--- config.mk ---
export PLATFORM = sky130hd
export DESIGN_NAME = uart_clk_route
export DESIGN_NICKNAME = d
export VERILOG_FILES = /design/src/rtl/uart_clk_route_pkg.sv /design/src/rtl/uart_clk_pin_sync.sv /design/src/rtl/uart_clk_route_ctl.sv /design/src/rtl/uart_clk_route_dp.sv /design/src/rtl/uart_clk_route.sv
export SDC_FILE = /design/constraint.sdc
export NUM_CORES = 1
export LEC_CHECK = 0
export CELL_PAD_IN_SITES_DETAIL_PLACEMENT = 1
export CELL_PAD_IN_SITES_GLOBAL_PLACEMENT = 2
export CORE_MARGIN = 2
export CORE_UTILIZATION = 20
export DETAILED_ROUTE_END_ITERATION = 12
export PLACE_DENSITY = 0.72
export SYNTH_ARGS = -nofsm -noshare
export SYNTH_HDL_FRONTEND = slang
export SYNTH_SLANG_ARGS = --single-unit
--- constraint.sdc ---
create_clock -name clk -period 1.4 [get_ports clk]
set_clock_uncertainty 0.2 [all_clocks]
set_input_delay 0.28 -clock clk [delete_from_list [all_inputs] [get_ports clk]]
set_output_delay 0.28 -clock clk [all_outputs]
set_load 0.05 [all_outputs]
--- src/rtl/uart_clk_route_pkg.sv ---
package uart_clk_route_pkg;

  localparam int CFG_W = 8;

  typedef enum logic [1:0] {
    RX_BAUD     = 2'b00,
    RX_DSR_PIN  = 2'b01,
    RX_BAUD_ALT = 2'b10,
    RX_FROM_TX  = 2'b11
  } rxSrc_e;

  typedef enum logic [1:0] {
    DTR_MODEM = 2'b00,
    DTR_TXBIT = 2'b01,
    DTR_BAUD  = 2'b10,
    DTR_RSVD  = 2'b11
  } dtrSel_e;

  typedef struct packed {
    rxSrc_e  rxSrc;
    logic    rxIs1x;
    logic    txFromPin;
    logic    txIs1x;
    dtrSel_e dtrSel;
  } routeCtl_t;

endpackage

--- src/rtl/uart_clk_pin_sync.sv ---
module uart_clk_pin_sync #(
  parameter int STAGES = 2
) (
  input  logic clk,
  input  logic hwRstN,
  input  logic pinIn,
  output logic riseEn
);
  localparam int CHAIN_W = STAGES + 1;

  logic [CHAIN_W-1:0] chain;

  always_ff @(posedge clk) begin
    if (!hwRstN) chain <= '0;
    else         chain <= {chain[CHAIN_W-2:0], pinIn};
  end

  assign riseEn = chain[STAGES-1] & ~chain[STAGES];

  // a rising edge yields a single-cycle enable
  assert_single_pulse_R9: assert property (@(posedge clk) disable iff (!hwRstN)
    riseEn |=> !riseEn);

endmodule

--- src/rtl/uart_clk_route_ctl.sv ---
module uart_clk_route_ctl
  import uart_clk_route_pkg::*;
#(
  parameter logic [CFG_W-1:0] RESV_MASK = 8'h04
) (
  input  logic             clk,
  input  logic             hwRstN,
  input  logic             swRst,
  input  logic             wrEn,
  input  logic [CFG_W-1:0] wrData,
  output logic [CFG_W-1:0] rdData,
  output routeCtl_t        ctl
);
  localparam int BIT_RX1X  = 3;
  localparam int BIT_TXPIN = 6;
  localparam int BIT_TX1X  = 7;

  logic [CFG_W-1:0] cfgReg;

  always_ff @(posedge clk) begin
    if (!hwRstN)   cfgReg <= '0;
    else if (wrEn) cfgReg <= wrData & ~RESV_MASK;
  end

  assign rdData = cfgReg;

  always_comb begin
    ctl.rxSrc     = rxSrc_e'(cfgReg[1:0]);
    ctl.rxIs1x    = cfgReg[BIT_RX1X];
    ctl.dtrSel    = dtrSel_e'(cfgReg[5:4]);
    ctl.txFromPin = cfgReg[BIT_TXPIN];
    ctl.txIs1x    = cfgReg[BIT_TX1X];
  end

  // register is zero on the first cycle out of hardware reset
  assert_hw_clear_R1: assert property (@(posedge clk) disable iff (!hwRstN)
    $rose(hwRstN) |-> cfgReg == '0);

  // software reset without a write leaves the register alone
  assert_sw_keep_R2: assert property (@(posedge clk) disable iff (!hwRstN)
    (swRst && !wrEn) |=> $stable(cfgReg));

endmodule

--- src/rtl/uart_clk_route_dp.sv ---
module uart_clk_route_dp
  import uart_clk_route_pkg::*;
#(
  parameter int SYNC_STAGES = 2
) (
  input  logic      clk,
  input  logic      hwRstN,
  input  routeCtl_t ctl,
  input  logic      baudTick,
  input  logic      txBitTick,
  input  logic      dsrClkPin,
  input  logic      riClkPin,
  input  logic      modemDtr,
  output logic      rxTick,
  output logic      rxIs1x,
  output logic      txTick,
  output logic      txIs1x,
  output logic      dtrOut
);
  localparam int NUM_PINS = 2;
  localparam int PIN_DSR  = 0;
  localparam int PIN_RI   = 1;

  logic [NUM_PINS-1:0] pinVec;
  logic [NUM_PINS-1:0] edgeVec;

  assign pinVec[PIN_DSR] = dsrClkPin;
  assign pinVec[PIN_RI]  = riClkPin;

  for (genvar p = 0; p < NUM_PINS; p++) begin : g_pin
    uart_clk_pin_sync #(.STAGES(SYNC_STAGES)) u_sync (
      .clk    (clk),
      .hwRstN (hwRstN),
      .pinIn  (pinVec[p]),
      .riseEn (edgeVec[p])
    );
  end

  assign txTick = ctl.txFromPin ? edgeVec[PIN_RI] : baudTick;
  assign txIs1x = ctl.txIs1x;
  assign rxIs1x = ctl.rxIs1x;

  always_comb begin
    unique case (ctl.rxSrc)
      RX_DSR_PIN: rxTick = edgeVec[PIN_DSR];
      RX_FROM_TX: rxTick = txTick;
      default:    rxTick = baudTick;
    endcase
  end

  always_comb begin
    unique case (ctl.dtrSel)
      DTR_TXBIT: dtrOut = txBitTick;
      DTR_BAUD:  dtrOut = baudTick;
      default:   dtrOut = modemDtr;
    endcase
  end

  // loop-back code keeps receiver on the transmit clock
  assert_rx_loop_R10: assert property (@(posedge clk) disable iff (!hwRstN)
    (ctl.rxSrc == RX_FROM_TX) |-> (rxTick == txTick));

endmodule

--- src/rtl/uart_clk_route.sv ---
module uart_clk_route
  import uart_clk_route_pkg::*;
#(
  parameter int SYNC_STAGES = 2
) (
  input  logic             clk,
  input  logic             hwRstN,
  input  logic             swRst,
  input  logic             cfgWrEn,
  input  logic [CFG_W-1:0] cfgWrData,
  output logic [CFG_W-1:0] cfgRdData,
  input  logic             baudTick,
  input  logic             txBitTick,
  input  logic             dsrClkPin,
  input  logic             riClkPin,
  input  logic             modemDtr,
  output logic             rxTick,
  output logic             rxIs1x,
  output logic             txTick,
  output logic             txIs1x,
  output logic             dtrOut
);
  routeCtl_t routeCtl;

  uart_clk_route_ctl u_ctl (
    .clk    (clk),
    .hwRstN (hwRstN),
    .swRst  (swRst),
    .wrEn   (cfgWrEn),
    .wrData (cfgWrData),
    .rdData (cfgRdData),
    .ctl    (routeCtl)
  );

  uart_clk_route_dp #(.SYNC_STAGES(SYNC_STAGES)) u_dp (
    .clk       (clk),
    .hwRstN    (hwRstN),
    .ctl       (routeCtl),
    .baudTick  (baudTick),
    .txBitTick (txBitTick),
    .dsrClkPin (dsrClkPin),
    .riClkPin  (riClkPin),
    .modemDtr  (modemDtr),
    .rxTick    (rxTick),
    .rxIs1x    (rxIs1x),
    .txTick    (txTick),
    .txIs1x    (txIs1x),
    .dtrOut    (dtrOut)
  );

endmodule

* After elaboration in Yosys (flattened, before gate mapping) *
Index checks and enable logic that the tools add are counted.

cells by class
  bitwise logic cells = 4
  mux-type cells = 3
  reduce and logical (&&, ||, !) cells = 0
  $add $sub $neg = 0
  div/mod/pow operators = 0
  equal/unequal tests = 4
  shifts and indexed selects = 0
  order comparisons = 0
  $mul = 0

operator list
  cell                  count
  $eq A2 B1 Y1 const B  2
  $eq A2 B2 Y1 const B  2
  $pmux W1 S2           2
  $and A1 B1 Y1         2
  $not A1 Y1            2
  $mux W1               1

storage, ports and cells
  register bits after elaboration = 13
  output and inout port bits = 13
  memory bits (writable) = 0
  input port bits = 17
  word-level logic and storage cells = 14
  bits in latches = 0
  memories = 0
  ROM bits = 0

* Longest topological paths before layout *
  depth in word-level cells = 4
  depth in mapped cells = 4
  gate-level depth less buffers = 4

* Modules after synthesis *
From an unflattened synthesis, not the netlist that was laid out.

second synthesis, totals
  cells, all modules = 60
  area, all modules = 615.6 um^2

modules (own cells, without submodules)
  module              times used  cells an instance  seq. area each (um^2)  area each (um^2)
  uart_clk_route_ctl  1           31                 140.1                  329.1
  uart_clk_pin_sync   2           7                  60.1                   92.6
  uart_clk_route_dp   1           15                 0.0                    101.3

* Least setup slack after synthesis *
No wires, ideal clock.

  path kind = register to output
  start point = register u_ctl.cfgReg[4] (netlist: u_ctl.rdData[4])
  end point = output dtrOut
  arrival time = 2.157 ns
  data required time = 0.920 ns
  setup slack = -1.237 ns
  buffers on the path = 0
  stages on the path, launching flop included = 4
  cells stage by stage = dfxtp_1 inv_1 ha_1 o21ai_0

between the ends
  longest elaborated chain between the ends = 2
  elaborated cells between the ends (all ways) = 3
  classes of those cells = eq/ne: 2; mux: 1

RTL lines
  item                                          line                      text
  from (decl)                                   uart_clk_route_ctl.sv:18  logic [CFG_W-1:0] cfgReg;
  from (signal assigned)                        uart_clk_route_ctl.sv:22  else if (wrEn) cfgReg <= wrData & ~RESV_MASK;
  $eq A2 B2 Y1 or $eq A2 B1 Y1 (tied branches)  uart_clk_route_dp.sv:52   unique case (ctl.dtrSel)
  $pmux W1 S2 *                                 uart_clk_route_dp.sv:52
  to (decl)                                     uart_clk_route.sv:21      output logic dtrOut

Every way passes the cells marked *; elsewhere a longest branch is shown, timed or not.

* Worst setup path after layout *
  start point = register u_ctl.cfgReg[1] (netlist: u_ctl.rdData[1])
  end point = output rxTick

between the ends
  longest elaborated chain between the ends = 2
  elaborated cells between the ends (all ways) = 3
  classes of those cells = eq/ne: 2; mux: 1

RTL lines
  item                                          line                     text
  $eq A2 B2 Y1 or $eq A2 B1 Y1 (tied branches)  uart_clk_route_dp.sv:44  unique case (ctl.rxSrc)
  $pmux W1 S2 *                                 uart_clk_route_dp.sv:44
  to (decl)                                     uart_clk_route.sv:17     output logic rxTick,

Marked as above.

==> metrics.cfg <==
[status]
outcome=finished, violations left
violations=negative setup slack

[power_and_ir_drop]
cellLeakagePower_nw=0.458
power_frac_clock_pct=22.8
p_int_mw=0.678
swShare_pct=29.2
peakVddDrop_mv=0.470
power_density_mw_per_mm2=866
pwr-share-seq_pct=42.4
switching_power_mw=0.280
comb_power_share_pct=34.8

[cts]
cts_root_buf=clkbuf_4
path_clk_slew_ns=0.07
cts_max_level=1
cts_sinks=13
tritoncts.num_buffers=3
cts_buffer_depth=2
cts_tree=yes
cts_setup_buffers=0
clk_latency_ns=0.26

[die]
ios=30
fp.dieH_um=56.0
num_rows=18
core_area_mm2=0.00252
dieArea_mm2=0.00313
fp.dieW_um=56.0
start_util_pct=21.4

[cells_and_area]
area_delta_synth_final_pct=105
n_antenna_cell=0
fin_nets=106
drive_gt1_share_pct=48.8
final_cells=116
multi_input_area_um2=307
fillCellCount=279
final-seq-area_um2=279

[min_path]
hold_path_class=reg -> reg

[yosys]
yosys-top-cells-area=dfxtp_1 (48%), mux2i_1 (13%), nor2b_1 (9.3%)
synth_cell_type_count=18
ys_ff_latch=13
synthTopCellsByCount=dfxtp_1 (13), nor2b_1 (8), mux2i_1 (7), and2_1 (6), buf_4 (3)
syn_area_um2=541
synth.avg_cell_area_um2=10.2
synth_top_area_cell=dfxtp_1
yosysTopAreaCellShare_pct=48.1
ys.warnings.count=0
async_flop_share_pct=0
synth_edf_count=0
synth.most_common_cell=dfxtp_1
synth_cells=53
synth_seq_area_share_pct=48.1
syn-num-nets=72
ys.flop_type=dfxtp_1

[place]
globalplace.congestion=0.666
place_inst=112
dpl.hpwl_um=966
port_buffers=26

[worst_setup_path]
cp.required_ns=0.92
end_kind=primary output
worst-path-max-fanout=2
cp.arrival_ns=1.31
crit_end=rxTick
crit_path_max_incr_delay_ns=0.38
crit_chain=or3b_4 > a31oi_4 > buf_12
start_kind=flip-flop
crit_path_start=u_ctl.rdData[1]$_SDFFE_PN0P_
rrSetupSlack_ns=0.44
slowest_stage=or3b_4
timing.rr.end=u_ctl.rdData[1]$_SDFFE_PN0P_
critPathKind=reg -> out
rr_startpoint=u_ctl.rdData[1]$_SDFFE_PN0P_
rr_worst_depth=3

[sta]
hold_viol_final=0
final.setup.worst_slack_ns=-0.386
timing.setup.tns_ns=-0.999
setup_viol=3
rsz0062_at_grt=yes
max_freq_ghz=0.560
drv_slew=0
period_needed_ns=1.79
timing.final.crit_share_pct=128

[routing]
totalWireLength_um=1210
via_per_inst=4.02
drt_iter0_drc=0
vias=466
firstDrtPassIters=1
wl_per_cell_um=10.4
ant_nets=0
drc=0

[global_route]
overflow=0
grt_pass1_wl_um=1990
grt_max_degree=14
grt_pass1_vias=468
antenna_found_initial=0
grt_usage_pct=8.12

[job]
maxCapViolCount=0

==> how the worst min path moves through the flow <==
| stage | startpoint | to | depth (start not counted) |
|---|---|---|---|
| after floorplan | hwRstN | u_ctl.rdData[1]$_SDFFE_PN0P_ | 1 |
| after detailed placement | u_dp.g_pin[1].u_sync.chain[0]$_SDFF_PN0_ | u_dp.g_pin[1].u_sync.chain[1]$_SDFF_PN0_ | 1 |
| after global routing | u_dp.g_pin[0].u_sync.chain[1]$_SDFF_PN0_ | u_dp.g_pin[0].u_sync.chain[2]$_SDFF_PN0_ | 1 |
| final | u_dp.g_pin[1].u_sync.chain[0]$_SDFF_PN0_ | u_dp.g_pin[1].u_sync.chain[1]$_SDFF_PN0_ | 1 |
| after CTS | u_dp.g_pin[1].u_sync.chain[0]$_SDFF_PN0_ | u_dp.g_pin[1].u_sync.chain[1]$_SDFF_PN0_ | 1 |
| after global placement | u_dp.g_pin[0].u_sync.chain[0]$_SDFF_PN0_ | u_dp.g_pin[0].u_sync.chain[1]$_SDFF_PN0_ | 1 |
==> through the flow <==
| step | hold slack [ns] | worst slack (ns) | area [µm²] | total power [mW] | utilization [%] |
|---|---|---|---|---|---|
| after floorplan | 0.207 | -0.237 | 586 | 0.565 | - |
| after global placement | 0.216 | -0.533 | 1030 | 0.731 | 40.9 |
| after detailed placement | 0.228 | -0.545 | 1030 | 0.734 | 40.9 |
| after CTS | 0.246 | -0.452 | 1090 | 0.975 | 43.4 |
| after global routing | 0.263 | -0.443 | 1110 | 1.01 | 43.9 |
| final | 0.239 | -0.386 | 1110 | 0.958 | 43.9 |
==> logic make-up after synthesis <==
family / count (synthesis) / synth area share (%)
buffers and inverters: 7 / 7.17
adders and majority gates: 2 / 4.63
and+or+nand+nor: 19 / 22.0
muxes: 7 / 13.0
DFF: 13 / 48.1
other: 1 / 0.694
AOI/OAI and AO/OA: 4 / 4.40
==> area by class of cell <==
| type | count | share of cell area, % |
|---|---|---|
| Timing Repair Buffer | 34 | 40.7 |
| Multi-Input combinational cell | 33 | 27.7 |
| Sequential cell | 13 | 25.2 |
| Tap cell | 30 | 3.39 |
| Clock buffer | 4 | 2.37 |
| Inverter | 2 | 0.678 |
==> power by group through the flow <==
| stage | Clock (mW) | Combinational (mW) | Sequential (mW) |
|---|---|---|---|
| after detailed placement | 0 | 0.322 | 0.413 |
| after CTS | 0.236 | 0.334 | 0.405 |
| after global routing | 0.254 | 0.348 | 0.409 |
| final | 0.219 | 0.333 | 0.406 |
| after floorplan | 0 | 0.117 | 0.449 |
| after global placement | 0 | 0.319 | 0.412 |
==> cells in the final DEF, fill, tap and decap left out <==
| cell type | netlist | routed |
|---|---|---|
| clkbuf_4 | 0 | 3 |
| or3b_4 | 0 | 1 |
| clkdlybuf4s50_1 | 0 | 13 |
| inv_2 | 0 | 2 |
| conb_1 | 1 | 1 |
| a31oi_4 | 0 | 1 |
| nand2_2 | 0 | 1 |
| or2_4 | 0 | 1 |
| buf_6 | 0 | 3 |
| a22oi_2 | 0 | 1 |
| and2_1 | 6 | 6 |
| nor2_1 | 1 | 1 |
| buf_4 | 3 | 5 |
| dfxtp_4 | 0 | 4 |
| ha_4 | 0 | 1 |
| clkbuf_1 | 1 | 1 |
| dlygate4sd2_1 | 0 | 1 |
| buf_12 | 0 | 12 |
| dfxtp_2 | 0 | 3 |
| nor2b_1 | 8 | 7 |
| dfxtp_1 | 13 | 6 |
| mux2i_1 | 7 | 7 |
| o21ai_2 | 0 | 1 |
| ha_2 | 0 | 1 |
| nor2b_4 | 0 | 1 |
| and3b_1 | 1 | 1 |
| o21ai_4 | 0 | 1 |
==> per-layer routing <==
metal	GRT usage, %	vias to the layer above	share of wire, %
met2	13.9	15	50
met4	5.10	0	0
met5	0	-	0
met3	2.09	0	6.8
li1	-	234	-
met1	8.77	217	43
==> what timing repair did <==
| item | CTS | global route |
|---|---|---|
| resized for setup | 11 | 6 |
| hold buffers | 0 | 0 |
| endpoints found under the setup margin | 3 | 11 |
| pin swaps | 6 | 2 |
==> sequential cells by signal (all words and copies together), names as in the netlist <==
name and count:
u_dp.g_pin.u_sync.chain 6, u_ctl.rdData 7
==> worst max-delay path, delay by kind of cell, from the launching register on <==
family | cells | cell delay (ns)
buffers and inverters | 1 | 0.15
DFF | 1 | 0.34
AOI/OAI and AO/OA | 1 | 0.16
and+or+nand+nor | 1 | 0.38
No activity file was read; power rests on OpenSTA's default activity.
